$ cat config.mk
export PLATFORM = sky130hd
export DESIGN_NAME = extbus_seq
export DESIGN_NICKNAME = d
export VERILOG_FILES = /design/src/rtl/extbus_seq_pkg.sv /design/src/rtl/extbus_seq_ctrl.sv /design/src/rtl/extbus_seq_dp.sv /design/src/rtl/extbus_seq.sv
export SDC_FILE = /design/constraint.sdc
export NUM_CORES = 1
export LEC_CHECK = 0
export BUFFER_PORTS_ARGS = -buffer_cell sky130_fd_sc_hd__buf_4
export CAP_MARGIN = 10
export CORE_MARGIN = 2
export CORE_UTILIZATION = 55
export DETAILED_ROUTE_END_ITERATION = 10
export PLACE_DENSITY = 0.84
export SYNTH_ARGS = -nofsm -noshare
export SYNTH_HDL_FRONTEND = slang
export SYNTH_SLANG_ARGS = --single-unit
export TNS_END_PERCENT = 1
$ cat constraint.sdc
create_clock -name clk -period 2.6 [get_ports clk]
set_input_delay 0.13 -clock clk [delete_from_list [all_inputs] [get_ports clk]]
set_output_delay 0.13 -clock clk [all_outputs]
set_load 0.05 [all_outputs]
$ cat src/rtl/extbus_seq_pkg.sv
package extbus_seq_pkg;
  localparam int NUM_STATES = 6;
  localparam int PH_W = 3;

  typedef struct packed {
    logic load;
    logic ale;
    logic psenN;
    logic rdN;
    logic wrN;
    logic busDrive;
    logic busData;
    logic hiAddr;
    logic secondFetch;
    logic useData;
  } strobe_t;
endpackage

$ cat src/rtl/extbus_seq_ctrl.sv
module extbus_seq_ctrl
  import extbus_seq_pkg::*;
(
  input  logic            clk,
  input  logic            rstN,
  input  logic            dataReq,
  input  logic            dataWrite,
  input  logic            dataWide,
  input  logic            extNowA,
  input  logic            extNowB,
  output strobe_t         strb,
  output logic [PH_W-1:0] phase
);
  localparam logic [PH_W-1:0] LAST = PH_W'(NUM_STATES - 1);
  localparam logic [PH_W-1:0] HALF = PH_W'(NUM_STATES / 2);

  logic valid, isData, isWrite, isWide, extA, extB;
  logic load, firstHalf, inAle, extCur, dataSpan;

  assign load = (phase == LAST);

  always_ff @(posedge clk or negedge rstN) begin
    if (!rstN) begin
      phase   <= LAST;
      valid   <= 1'b0;
      isData  <= 1'b0;
      isWrite <= 1'b0;
      isWide  <= 1'b0;
      extA    <= 1'b0;
      extB    <= 1'b0;
    end else begin
      phase <= load ? '0 : phase + PH_W'(1);
      if (load) begin
        valid   <= 1'b1;
        isData  <= dataReq;
        isWrite <= dataWrite;
        isWide  <= dataWide;
        extA    <= extNowA;
        extB    <= extNowB;
      end
    end
  end

  assign firstHalf = (phase < HALF);
  assign inAle     = (phase == '0) || (phase == HALF);
  assign extCur    = firstHalf ? extA : extB;
  assign dataSpan  = (phase != '0) && (phase != LAST);

  always_comb begin
    strb             = '0;
    strb.load        = load;
    strb.psenN       = 1'b1;
    strb.rdN         = 1'b1;
    strb.wrN         = 1'b1;
    strb.secondFetch = !firstHalf;
    strb.useData     = isData;
    if (valid) begin
      if (isData) begin
        strb.ale      = (phase == '0);
        strb.busDrive = (phase == '0) || (isWrite && dataSpan);
        strb.busData  = isWrite && dataSpan;
        strb.rdN      = !(!isWrite && dataSpan);
        strb.wrN      = !(isWrite && dataSpan);
        strb.hiAddr   = isWide;
      end else begin
        strb.ale      = inAle;
        strb.busDrive = inAle && extCur;
        strb.psenN    = !(extCur && !inAle);
        strb.hiAddr   = extCur;
      end
    end
  end
endmodule

$ cat src/rtl/extbus_seq_dp.sv
module extbus_seq_dp
  import extbus_seq_pkg::*;
#(
  parameter int ADDR_W   = 16,
  parameter int DATA_W   = 8,
  parameter int INT_SIZE = 4096
) (
  input  logic              clk,
  input  logic              rstN,
  input  strobe_t           strb,
  input  logic              eaStrap,
  input  logic [ADDR_W-1:0] fetchAddr,
  input  logic [ADDR_W-1:0] dataAddr,
  input  logic [DATA_W-1:0] wrData,
  input  logic [ADDR_W-DATA_W-1:0] hiLatch,
  output logic              extNowA,
  output logic              extNowB,
  output logic              ale,
  output logic              psenN,
  output logic              rdN,
  output logic              wrN,
  output logic [DATA_W-1:0] busOut,
  output logic              busOe,
  output logic [ADDR_W-DATA_W-1:0] hiOut
);
  localparam int HI_W = ADDR_W - DATA_W;
  localparam logic [ADDR_W-1:0] LIMIT = ADDR_W'(INT_SIZE);

  logic [ADDR_W-1:0] fA, dA, fB, fNext, fetchSel;
  logic [DATA_W-1:0] wD;

  assign fNext   = fetchAddr + ADDR_W'(1);
  assign extNowA = !eaStrap || (fetchAddr >= LIMIT);
  assign extNowB = !eaStrap || (fNext >= LIMIT);

  always_ff @(posedge clk or negedge rstN) begin
    if (!rstN) begin
      fA <= '0;
      dA <= '0;
      wD <= '0;
    end else if (strb.load) begin
      fA <= fetchAddr;
      dA <= dataAddr;
      wD <= wrData;
    end
  end

  assign fB       = fA + ADDR_W'(1);
  assign fetchSel = strb.secondFetch ? fB : fA;

  always_comb begin
    if (strb.busData)      busOut = wD;
    else if (strb.useData) busOut = dA[DATA_W-1:0];
    else                   busOut = fetchSel[DATA_W-1:0];
  end

  always_comb begin
    if (!strb.hiAddr)      hiOut = hiLatch;
    else if (strb.useData) hiOut = dA[ADDR_W-1 -: HI_W];
    else                   hiOut = fetchSel[ADDR_W-1 -: HI_W];
  end

  assign busOe = strb.busDrive;
  assign ale   = strb.ale;
  assign psenN = strb.psenN;
  assign rdN   = strb.rdN;
  assign wrN   = strb.wrN;
endmodule

$ cat src/rtl/extbus_seq.sv
module extbus_seq
  import extbus_seq_pkg::*;
(
  input  logic        clk,
  input  logic        rstN,
  input  logic        eaStrap,
  input  logic [15:0] fetchAddr,
  input  logic        dataReq,
  input  logic        dataWrite,
  input  logic        dataWide,
  input  logic [15:0] dataAddr,
  input  logic [7:0]  wrData,
  input  logic [7:0]  hiLatch,
  output logic        ale,
  output logic        psenN,
  output logic        rdN,
  output logic        wrN,
  output logic [7:0]  busOut,
  output logic        busOe,
  output logic [7:0]  hiOut,
  output logic [2:0]  phase
);
  strobe_t strb;
  logic extNowA, extNowB;

  extbus_seq_ctrl u_ctrl (
    .clk(clk), .rstN(rstN), .dataReq(dataReq), .dataWrite(dataWrite),
    .dataWide(dataWide), .extNowA(extNowA), .extNowB(extNowB),
    .strb(strb), .phase(phase)
  );

  extbus_seq_dp #(.ADDR_W(16), .DATA_W(8), .INT_SIZE(4096)) u_dp (
    .clk(clk), .rstN(rstN), .strb(strb), .eaStrap(eaStrap),
    .fetchAddr(fetchAddr), .dataAddr(dataAddr), .wrData(wrData),
    .hiLatch(hiLatch), .extNowA(extNowA), .extNowB(extNowB),
    .ale(ale), .psenN(psenN), .rdN(rdN), .wrN(wrN),
    .busOut(busOut), .busOe(busOe), .hiOut(hiOut)
  );
endmodule

==> results_dict.tcl, run 1 <==
set metrics [dict create \
    syn_inst 338 \
    cts_buffers 5 \
    async_reset_ff_share_pct 100 \
    wl_mm 6.96 \
    clockBufferDepth 2 \
    yosys-top-cells-area "dfrtp_1 (43%), nand2_1 (20%), o21ai_0 (3.3%), xor2_1 (2.9%), mux2i_1 (2.2%)" \
    clk_latency_ps 320 \
    ant_nets 0 \
    cts_tree "yes" \
    synth_warnings 0 \
    final_area_um2 3650 \
    dp.cells 471 \
    grt.total_usage_pct 26.4 \
    grt_pass1_vias 2495 \
    root_buffer "clkbuf_8" \
    worstSetupStartpointType "flop" \
    wl_per_cell_um 14.1 \
    clkTransAtPathRegs_ps 90 \
    die_w_um 74.7 \
    rows 25 \
    antenna_found_initial 0 \
    drt_iter0_drc 176 \
    nets 483 \
    dpl.hpwl_mm 4.96 \
    dieArea_um2 5570 \
    diodes 0 \
    vias_per_cell 5.30 \
    worstSetupPathType "flop to output pin" \
    min_period_over_period_pct 94.8 \
    tightest_slew_ps 631 \
    die_h_um 74.7 \
    synth.top_cell.area_share_pct 42.8 \
    start_util_pct 57.7 \
    holdCritPathClass "input port to flop" \
    layoutNonFillerInstCount 495 \
    relSlewSlack_pct 57.9 \
    final_util_pct 76.7 \
    syn_area_um2 2750 \
    fmax_mhz 406 \
    synth_cell_type_count 49 \
    setup_viol 0 \
    core-area_um2 4750 \
    grt_start_max_net_pins 50 \
    syn2layout_area_growth_pct 32.9 \
    ys_seq_area_share_pct 44.8 \
    routabilityCongestion 0.832 \
    io_buffers 77 \
    setup-tns-final_ps 0 \
    gr-total-overflow 0 \
    vdd_ir_drop_max_mv 0.396 \
    syn_nets 394 \
    fin_ws_ps 134 \
    h-tree-depth 2 \
    maxCapViolCount 0 \
    placed_cell_area_um2 3380 \
    arrival_ps 2340 \
    hold_viol_final 0 \
    whs_ps 2.54 \
    synth_ff_type "dfrtp_1" \
    synth_top_area_cell "dfrtp_1" \
    crit_required_ps 2470 \
    status "completed" \
    synth_seq_cells 49 \
    synth_edf_count 0 \
    p_total_mw 1.76 \
    power_leakage_nw 1.79 \
    clock_sinks 49 \
    powerDensity_nw_per_um2 482 \
    first_pass_iters 4 \
    drive_gt1_share_pct 27.3 \
    crit_fanout 12 \
    num_io_pins 78 \
    period_needed_ps 2470 \
    dp_slack_ps 432 \
    maxSlewViolCount 0 \
    drc 0 \
    fin_skew_ps 7.19 \
    syn_avg_cell_area_um2 8.12 \
    vias 2622 \
    grt_pass1_wl_mm 11.1 \
    endpoint_kind "output pin" \
]
[placed cells by master, fill, tap and decap left out, types with 2 or more instances in the layout]
master,count
o22ai_1,4
nand2_1,147
nor2_1,9
inv_1,5
and3_1,2
o21ai_0,17
a21oi_1,7
clkbuf_8,5
ha_1,2
nor3_1,6
nand3_1,5
nor4_1,2
dfrtp_1,47
mux2i_1,6
and2_1,2
o21ai_1,2
xor2_1,9
mux2_2,5
buf_4,87
dlygate4sd3_1,12
xnor2_1,6
nand4_1,9
dfstp_2,2
o211ai_2,2
[routing by layer]
| metal | track usage (%) | part of all wire, % |
|---|---|---|
| met4 | 8.13 | 1.7 |
| met3 | 6.69 | 6.2 |
| met2 | 43.7 | 49 |
| met5 | 0 | 0 |
| met1 | 34.5 | 43 |
[registers in the layout (all words and copies together), names as in the netlist]
name,count
u_ctrl.phase,3
u_ctrl.isData,1
u_dp.wD,8
u_ctrl.isWide,1
u_ctrl.extB,1
u_dp.fA,16
u_ctrl.valid,1
u_ctrl.extA,1
u_ctrl.isWrite,1
u_dp.dA,16
[where the power goes]
part | total (mW) | internal [mW] | switching, mW
sequential | 0.828 | 0.796 | 0.0320
clock | 0.576 | 0.295 | 0.281
combinational | 0.355 | 0.149 | 0.205
[cells by family (layout without fill, tap and decap cells)]
group | count (synthesis) | after routing | synth area share, %
AO/OA/AOI/OAI | 42 | 42 | 9.94
XOR/XNOR | 15 | 15 | 4.79
buffers and inverters | 23 | 113 | 3.74
flip-flops | 49 | 49 | 44.8
adder cells (fa/ha/maj) | 2 | 2 | 0.911
AND/OR/NAND/NOR | 195 | 195 | 31.1
multiplexers | 12 | 12 | 4.79
[timing repair]
item / CTS / global route
resized for setup: 0 / 0
setup buffers: 0 / 4
endpoints found under the hold margin: 58 / 1
hold buffers: 11 / 1
endpoints found under the setup margin: 0 / 8
[critical path, cell delays in order (launching register included)]
cell and delay, ps:
dfstp_2 680, a21oi_4 120, buf_4 170, nor4_4 380
nand3_1 150, xor2_1 180, o211ai_2 130, buf_4 210
[path summary, 6_finish.rpt]
kind | start | to | slack, ps | cells after the start
worst max-delay path | u_ctrl.phase[0] | hiOut[4] | 130 | 7
worst min-delay path | dataAddr[5] | u_dp.dA[5] | 3 | 3
worst max register to register | u_ctrl.phase[0] | u_ctrl.extB | 980 | 5
max in group asynchronous | rstN | u_dp.dA[7] | 1810 | 2
worst min register to register | u_dp.wD[6] | u_dp.wD[6] | 480 | 2
min in group asynchronous | rstN | u_dp.fA[15] | 370 | 2
[cells in the mapped netlist (all sizes together) (2+ instances only)]
master / number
inv: 6
xnor2: 6
o22ai: 4
xor2: 9
ha: 2
dfstp: 2
o211ai: 2
mux2: 6
and3: 2
nor4: 3
o21a: 2
nand3: 6
nor2: 11
nor3: 8
nand4: 9
o21ai: 19
mux2i: 6
a21oi: 8
clkbuf: 11
and2: 2
buf: 6
dfrtp: 47
nand2: 148
[final cells by class]
type / count / area (um^2)
tap: 67 / 83.8
multi-input combinational: 266 / 1420
clock inverter: 3 / 50.0
inverter: 6 / 22.5
sequential: 49 / 1230
clock buffer: 5 / 68.8
fill: 367 / 1110
timing repair buffer: 99 / 773
Power figures use the tool's default switching activity.
==> run 2, diff against run 1 <==
--- a/config.mk
+++ b/config.mk
@@ -10,8 +10,9 @@
 export CORE_MARGIN = 2
 export CORE_UTILIZATION = 55
 export DETAILED_ROUTE_END_ITERATION = 10
-export PLACE_DENSITY = 0.84
+export PLACE_DENSITY = 0.83
 export SYNTH_ARGS = -nofsm -noshare
 export SYNTH_HDL_FRONTEND = slang
+export SYNTH_HIERARCHICAL = 1
 export SYNTH_SLANG_ARGS = --single-unit
 export TNS_END_PERCENT = 1
==> results_dict.tcl, run 2 <==
set metrics [dict create \
    status "completed" \
    fill_cells 376 \
    hold_viol_final 0 \
    synth.top_cell.area_share_pct 42.0 \
    diodes 0 \
    drc 0 \
    synth_edf_count 0 \
    core-area_um2 4820 \
    grt_pass1_vias 2188 \
    gr-total-overflow 0 \
    reg2reg_depth 4 \
    crit_required_ps 2470 \
    wl_mm 6.44 \
    final_cell_mix "buf_4 (83), dfrtp_1 (47), mux2_2 (41)" \
    drt_iter0_drc 154 \
    dpl.hpwl_mm 4.84 \
    r2r_slack_ps 720 \
    cts_tree "yes" \
    min_to "u_dp/wD[6]" \
    start_util_pct 58.2 \
    powerDensity_nw_per_um2 494 \
    async_reset_ff_share_pct 100 \
    antenna_found_initial 0 \
    clkTransAtPathRegs_ps 90 \
    final_area_um2 3530 \
    rsz0062_at_grt "false" \
    relSlewSlack_pct 58.4 \
    synth_cell_type_count 46 \
    synth_ff_type "dfrtp_1" \
    final_common_cell "buf_4" \
    die_w_um 75.4 \
    holdCritPathClass "input port to flop" \
    first_pass_iters 4 \
    maxSlewViolCount 0 \
    setup_viol 0 \
    fmax_mhz 416 \
    ys_seq_area_share_pct 43.9 \
    dieArea_um2 5680 \
    maxCapViolCount 0 \
    placed_cell_area_um2 3390 \
    wl_per_cell_um 15.6 \
    cts_buffers 5 \
    synth_top_area_cell "dfrtp_1" \
    root_buffer "clkbuf_8" \
    ant_nets 0 \
    vias_per_cell 5.54 \
    synthMostInstantiatedCell "dfrtp_1" \
    syn2layout_area_growth_pct 26.0 \
    vdd_ir_drop_max_mv 0.422 \
    synth_common_cells "dfrtp_1 (47), mux2_2 (41), nand2_1 (30)" \
    io_buffers 77 \
    reg2reg_from "u_ctrl/phase[2]" \
    nets 400 \
    h-tree-depth 2 \
    syn_area_um2 2800 \
    rows 25 \
    syn_inst 273 \
    period_needed_ps 2400 \
    reg_top3 "u_dp/dA (16), u_dp/fA (16), u_dp/wD (8)" \
    min-delay-start "wrData[6]" \
    synth_seq_cells 49 \
    syn_avg_cell_area_um2 10.3 \
    worstSetupPathType "flop to output pin" \
    drive_gt1_share_pct 43.8 \
    grt_pass1_wl_mm 10.2 \
    setup-tns-final_ps 0 \
    power_leakage_nw 1.52 \
    crit_fanout 8 \
    die_h_um 75.4 \
    min_period_over_period_pct 92.5 \
    grt_start_max_net_pins 50 \
    rr_endpoint "u_dp/fA[13]" \
    clock_sinks 49 \
    yosys-top-cells-area "dfrtp_1 (42%), mux2_2 (16%), nand2_1 (4.0%), o21ai_0 (3.2%), xnor2_1 (3.1%)" \
    routabilityCongestion 0.757 \
    grt.total_usage_pct 23.8 \
    num_io_pins 78 \
    arrival_ps 2270 \
    clk_latency_ps 300 \
    synth_warnings 6 \
    endpoint_kind "output pin" \
    clockBufferDepth 2 \
    tightest_slew_ps 624 \
    vias 2284 \
    worstSetupStartpointType "flop" \
    fin_skew_ps 7.06 \
    hold-path-cell-count 3 \
    syn_nets 329 \
]
[run 2: cell families (layout without fill, tap and decap cells)]
group                      after synthesis  after routing  synth area share, %
AOI/OAI and AO/OA                       46             46                 9.87
adders and majority gates                2              2                0.893
and+or+nand+nor                         85             85                 17.1
buffers and inverters                   33            105                 6.34
DFF                                     49             49                 43.9
xor gates and xnor gates                13             13                 4.06
muxes                                   45             45                 17.9
[run 2: per-layer routing]
layer / part of all wire (%) / vias up / global-route usage, %
met5: 0 / - / 0
met4: 1.1 / 0 / 6.43
met3: 5.8 / 7 / 5.16
met2: 50 / 70 / 39.8
met1: 44 / 1107 / 31.7
li1: - / 1100 / -
[run 2: worst max-delay path: stages, from the launching register on]
cell and delay (ps):
dfstp_2 620, a21oi_1 130, inv_2 160, nand4_1 100
buf_4 180, o31a_1 240, nor3_1 220, o22ai_1 120
buf_4 200
[run 2: worst max path at each step]
stage	startpoint	endpoint	slack, ps	cells after the start
2_1_floorplan	u_ctrl/phase[0]	busOut[4]	-120	8
3_3_place_gp	u_ctrl/phase[0]	hiOut[7]	430	7
3_5_place_dp	u_ctrl/phase[0]	hiOut[7]	370	7
4_1_cts	u_ctrl/phase[0]	hiOut[3]	120	8
5_1_grt	u_ctrl/phase[0]	hiOut[5]	70	9
6_report	u_ctrl/phase[0]	hiOut[3]	200	8
[run 2: final cells by class]
class / instances / area, um^2 / share of cell area, %
Timing Repair Buffer: 85 / 653 / 18.5
Multi-Input combinational cell: 191 / 1400 / 39.8
Clock inverter: 1 / 30.0 / 0.850
Inverter: 12 / 45.0 / 1.28
Tap cell: 67 / 83.8 / 2.37
Sequential cell: 49 / 1230 / 34.8
Clock buffer: 7 / 86.3 / 2.45
[run 2: repair_timing]
| action | 4_1_cts | 5_1_grt |
|---|---|---|
| endpoints found under the setup margin | 1 | 1 |
| pin swaps | 1 | 0 |
| hold buffers | 1 | 0 |
| gates resized for setup | 0 | 2 |
| endpoints found under the hold margin | 47 | 0 |
| setup buffers | 2 | 0 |
[run 2: through the flow]
step / hold slack (ps) / setup slack, ps / instances / power [mW] / util (%)
floorplan: -166 / -123 / 273 / 1.05 / -
global placement: 182 / 429 / 401 / 1.19 / 70.3
detailed placement: 186 / 370 / 401 / 1.20 / 70.3
CTS: 30.3 / 118 / 412 / 1.76 / 73.2
global route: 45.7 / 66.0 / 412 / 1.81 / 73.3
finish: 33.8 / 196 / 412 / 1.74 / 73.3
[run 2: report_power, final]
group | internal, mW | total [mW] | switching (mW)
registers | 0.796 | 0.830 | 0.0341
logic | 0.148 | 0.353 | 0.204
clock network | 0.314 | 0.561 | 0.247
==> run 3, diff against run 2 <==
--- a/config.mk
+++ b/config.mk
@@ -5,12 +5,13 @@
 export SDC_FILE = /design/constraint.sdc
 export NUM_CORES = 1
 export LEC_CHECK = 0
+export ABC_AREA = 1
 export BUFFER_PORTS_ARGS = -buffer_cell sky130_fd_sc_hd__buf_4
 export CAP_MARGIN = 10
 export CORE_MARGIN = 2
 export CORE_UTILIZATION = 55
 export DETAILED_ROUTE_END_ITERATION = 10
-export PLACE_DENSITY = 0.83
+export PLACE_DENSITY = 0.84
 export SYNTH_ARGS = -nofsm -noshare
 export SYNTH_HDL_FRONTEND = slang
 export SYNTH_HIERARCHICAL = 1
==> results_dict.tcl, run 3 <==
set metrics [dict create \
    status "completed" \
    dp.cells 505 \
    synth_warnings 6 \
    reg_top3 "u_dp/dA (16), u_dp/fA (16), u_dp/wD (8)" \
    dieArea_um2 5660 \
    synthMostInstantiatedCell "nand2_1" \
    holdCritPathClass "input port to flop" \
    fmax_mhz 410 \
    min_period_over_period_pct 93.8 \
    grt_pass1_vias 2425 \
    p_seq_share_pct 45.1 \
    drt_iter0_drc 169 \
    syn_nets 433 \
    synth_cell_type_count 34 \
    syn_avg_cell_area_um2 7.40 \
    endpoint_kind "output pin" \
    ys_seq_area_share_pct 44.0 \
    nets 503 \
    clk_latency_ps 300 \
    maxSlewViolCount 0 \
    synth_seq_cells 49 \
    synth_top_area_cell "dfrtp_1" \
    syn2layout_area_growth_pct 26.9 \
    fill_cells 391 \
    core-area_um2 4820 \
    grt_start_max_net_pins 50 \
    final_area_um2 3540 \
    worstSetupStartpointType "flop" \
    synth_ff_type "dfrtp_1" \
    yosys-top-cells-area "dfrtp_1 (42%), nand2_1 (16%), o21ai_0 (7.9%), inv_1 (7.0%), a21oi_1 (3.2%)" \
    drive_gt1_share_pct 25.0 \
    multi_input_area_um2 1240 \
    power_leakage_nw 1.80 \
    die_w_um 75.2 \
    cts_buffers 5 \
    vias 2653 \
    clock_sinks 49 \
    p_int_mw 1.31 \
    first_pass_iters 4 \
    clockBufferDepth 2 \
    max_stage_delay_ps 590 \
    pwr-share-clk_pct 34.6 \
    arrival_ps 2310 \
    wl_per_cell_um 13.3 \
    rows 25 \
    grt.total_usage_pct 25.6 \
    whs_ps 14.3 \
    crit_buf_inv 2 \
    vdd_ir_drop_max_mv 0.389 \
    num_io_pins 78 \
    clkTransAtPathRegs_ps 90 \
    io_buffers 77 \
    h-tree-depth 2 \
    power.switching_fraction_pct 27.6 \
    cts_tree "yes" \
    powerDensity_nw_per_um2 513 \
    fin_skew_ps 9.87 \
    die_h_um 75.2 \
    relSlewSlack_pct 60.0 \
    power_frac_comb_pct 20.4 \
    drc 0 \
    seq_area_um2 1230 \
    root_buffer "clkbuf_8" \
    gr-total-overflow 0 \
    p_sw_mw 0.501 \
    start_util_pct 57.9 \
    crit_fanout 9 \
    path_cells "nand2_1, nand2_2, nand3_2, nor3_4, buf_12, nand3_1, nand2_1, nand3_1, nand2_1, nand2_1, buf_4" \
    grt_pass1_wl_mm 11.0 \
    synth_edf_count 0 \
    layoutNonFillerInstCount 515 \
    crit_required_ps 2470 \
    final_common_cell "nand2_1" \
    tightest_slew_ps 600 \
    routabilityCongestion 0.949 \
    maxCapViolCount 0 \
    period_needed_ps 2440 \
    async_reset_ff_share_pct 100 \
    wl_mm 6.85 \
    syn_inst 377 \
    p_total_mw 1.82 \
    critical_path.top_delay_family "simple AND/OR/NAND/NOR gates" \
    placed_cell_area_um2 3370 \
    final_cell_mix "nand2_1 (118), buf_4 (81), inv_1 (52)" \
    cp_common_cell "nand2_1" \
    vias_per_cell 5.15 \
    syn_area_um2 2790 \
    worstSetupPathType "flop to output pin" \
    diodes 0 \
    setup_viol 0 \
    synth_common_cells "nand2_1 (119), inv_1 (52), dfrtp_1 (47)" \
    ant_nets 0 \
    slowest_stage "dfstp_2" \
    hold_viol_final 0 \
    synth.top_cell.area_share_pct 42.2 \
    dpl.hpwl_mm 4.98 \
    antenna_found_initial 0 \
]
run 3: cell families after synthesis:
kind of cell | Yosys count | share of synthesized area [%]
and+or+nand+nor | 167 | 26.1
muxes | 6 | 2.42
AOI/OAI and AO/OA | 72 | 13.5
buffers and inverters | 76 | 11.5
DFF | 49 | 44.0
adders and majority gates | 2 | 0.897
xor gates and xnor gates | 5 | 1.57
run 3: timing repair:
| item | 4_1_cts | 5_1_grt |
|---|---|---|
| endpoints found under the hold margin | 47 | 0 |
| buffers inserted | 0 | 1 |
| hold buffers | 1 | 0 |
| setup endpoints to repair | 0 | 12 |
| resized for setup | 0 | 2 |
run 3: through the flow:
stage / utilization [%] / setup WS (ps) / TNS, ps
floorplan: - / -162 / -487
detailed placement: 70.0 / 518 / 0
global route: 73.5 / -13.1 / -21.9
CTS: 73.0 / 100 / 0
finish: 73.5 / 160 / 0
global placement: 70.0 / 554 / 0
run 3: path summary, 6_finish.rpt:
| kind | startpoint | to | slack [ps] | depth (start not counted) |
|---|---|---|---|---|
| worst max-delay path | u_ctrl/phase[0] | hiOut[0] | 160 | 11 |
| worst min-delay path | dataWrite | u_ctrl/isWrite | 10 | 3 |
| worst max register to register | u_ctrl/phase[0] | u_dp/dA[12] | 700 | 4 |
| worst min register to register | u_ctrl/extB | u_ctrl/extB | 490 | 2 |
| max in group asynchronous | rstN | u_dp/fA[14] | 1820 | 2 |
| min in group asynchronous | rstN | u_ctrl/valid | 370 | 2 |
run 3: power groups by stage:
stage / Clock, mW / Combinational (mW) / Sequential, mW
floorplan: 0 / 0.223 / 0.825
global placement: 0 / 0.360 / 0.831
detailed placement: 0 / 0.366 / 0.832
CTS: 0.640 / 0.370 / 0.817
global route: 0.666 / 0.403 / 0.822
finish: 0.628 / 0.370 / 0.818
run 3: cell type report:
class / count / share of cell area, %
Multi-Input combinational cell: 252 / 35.2
Sequential cell: 49 / 34.7
Timing Repair Buffer: 83 / 18.0
Inverter: 56 / 5.94
Tap cell: 67 / 2.37
Clock buffer: 5 / 1.94
Clock inverter: 3 / 1.84
run 3: routing by layer:
layer / track usage, % / up-vias / wire (um)
met1: 36.4 / 1232 / 3130
met5: 0 / - / 0
met3: 4.55 / 12 / 345
met2: 41.2 / 78 / 3270
li1: - / 1331 / -
met4: 6.04 / 0 / 104
run 3: worst register-to-register path, cell delays in order (launching register included):
cell and delay [ps]:
dfstp_2 590, nand3_2 170, inv_2 380, buf_4 440, o21ai_0 170
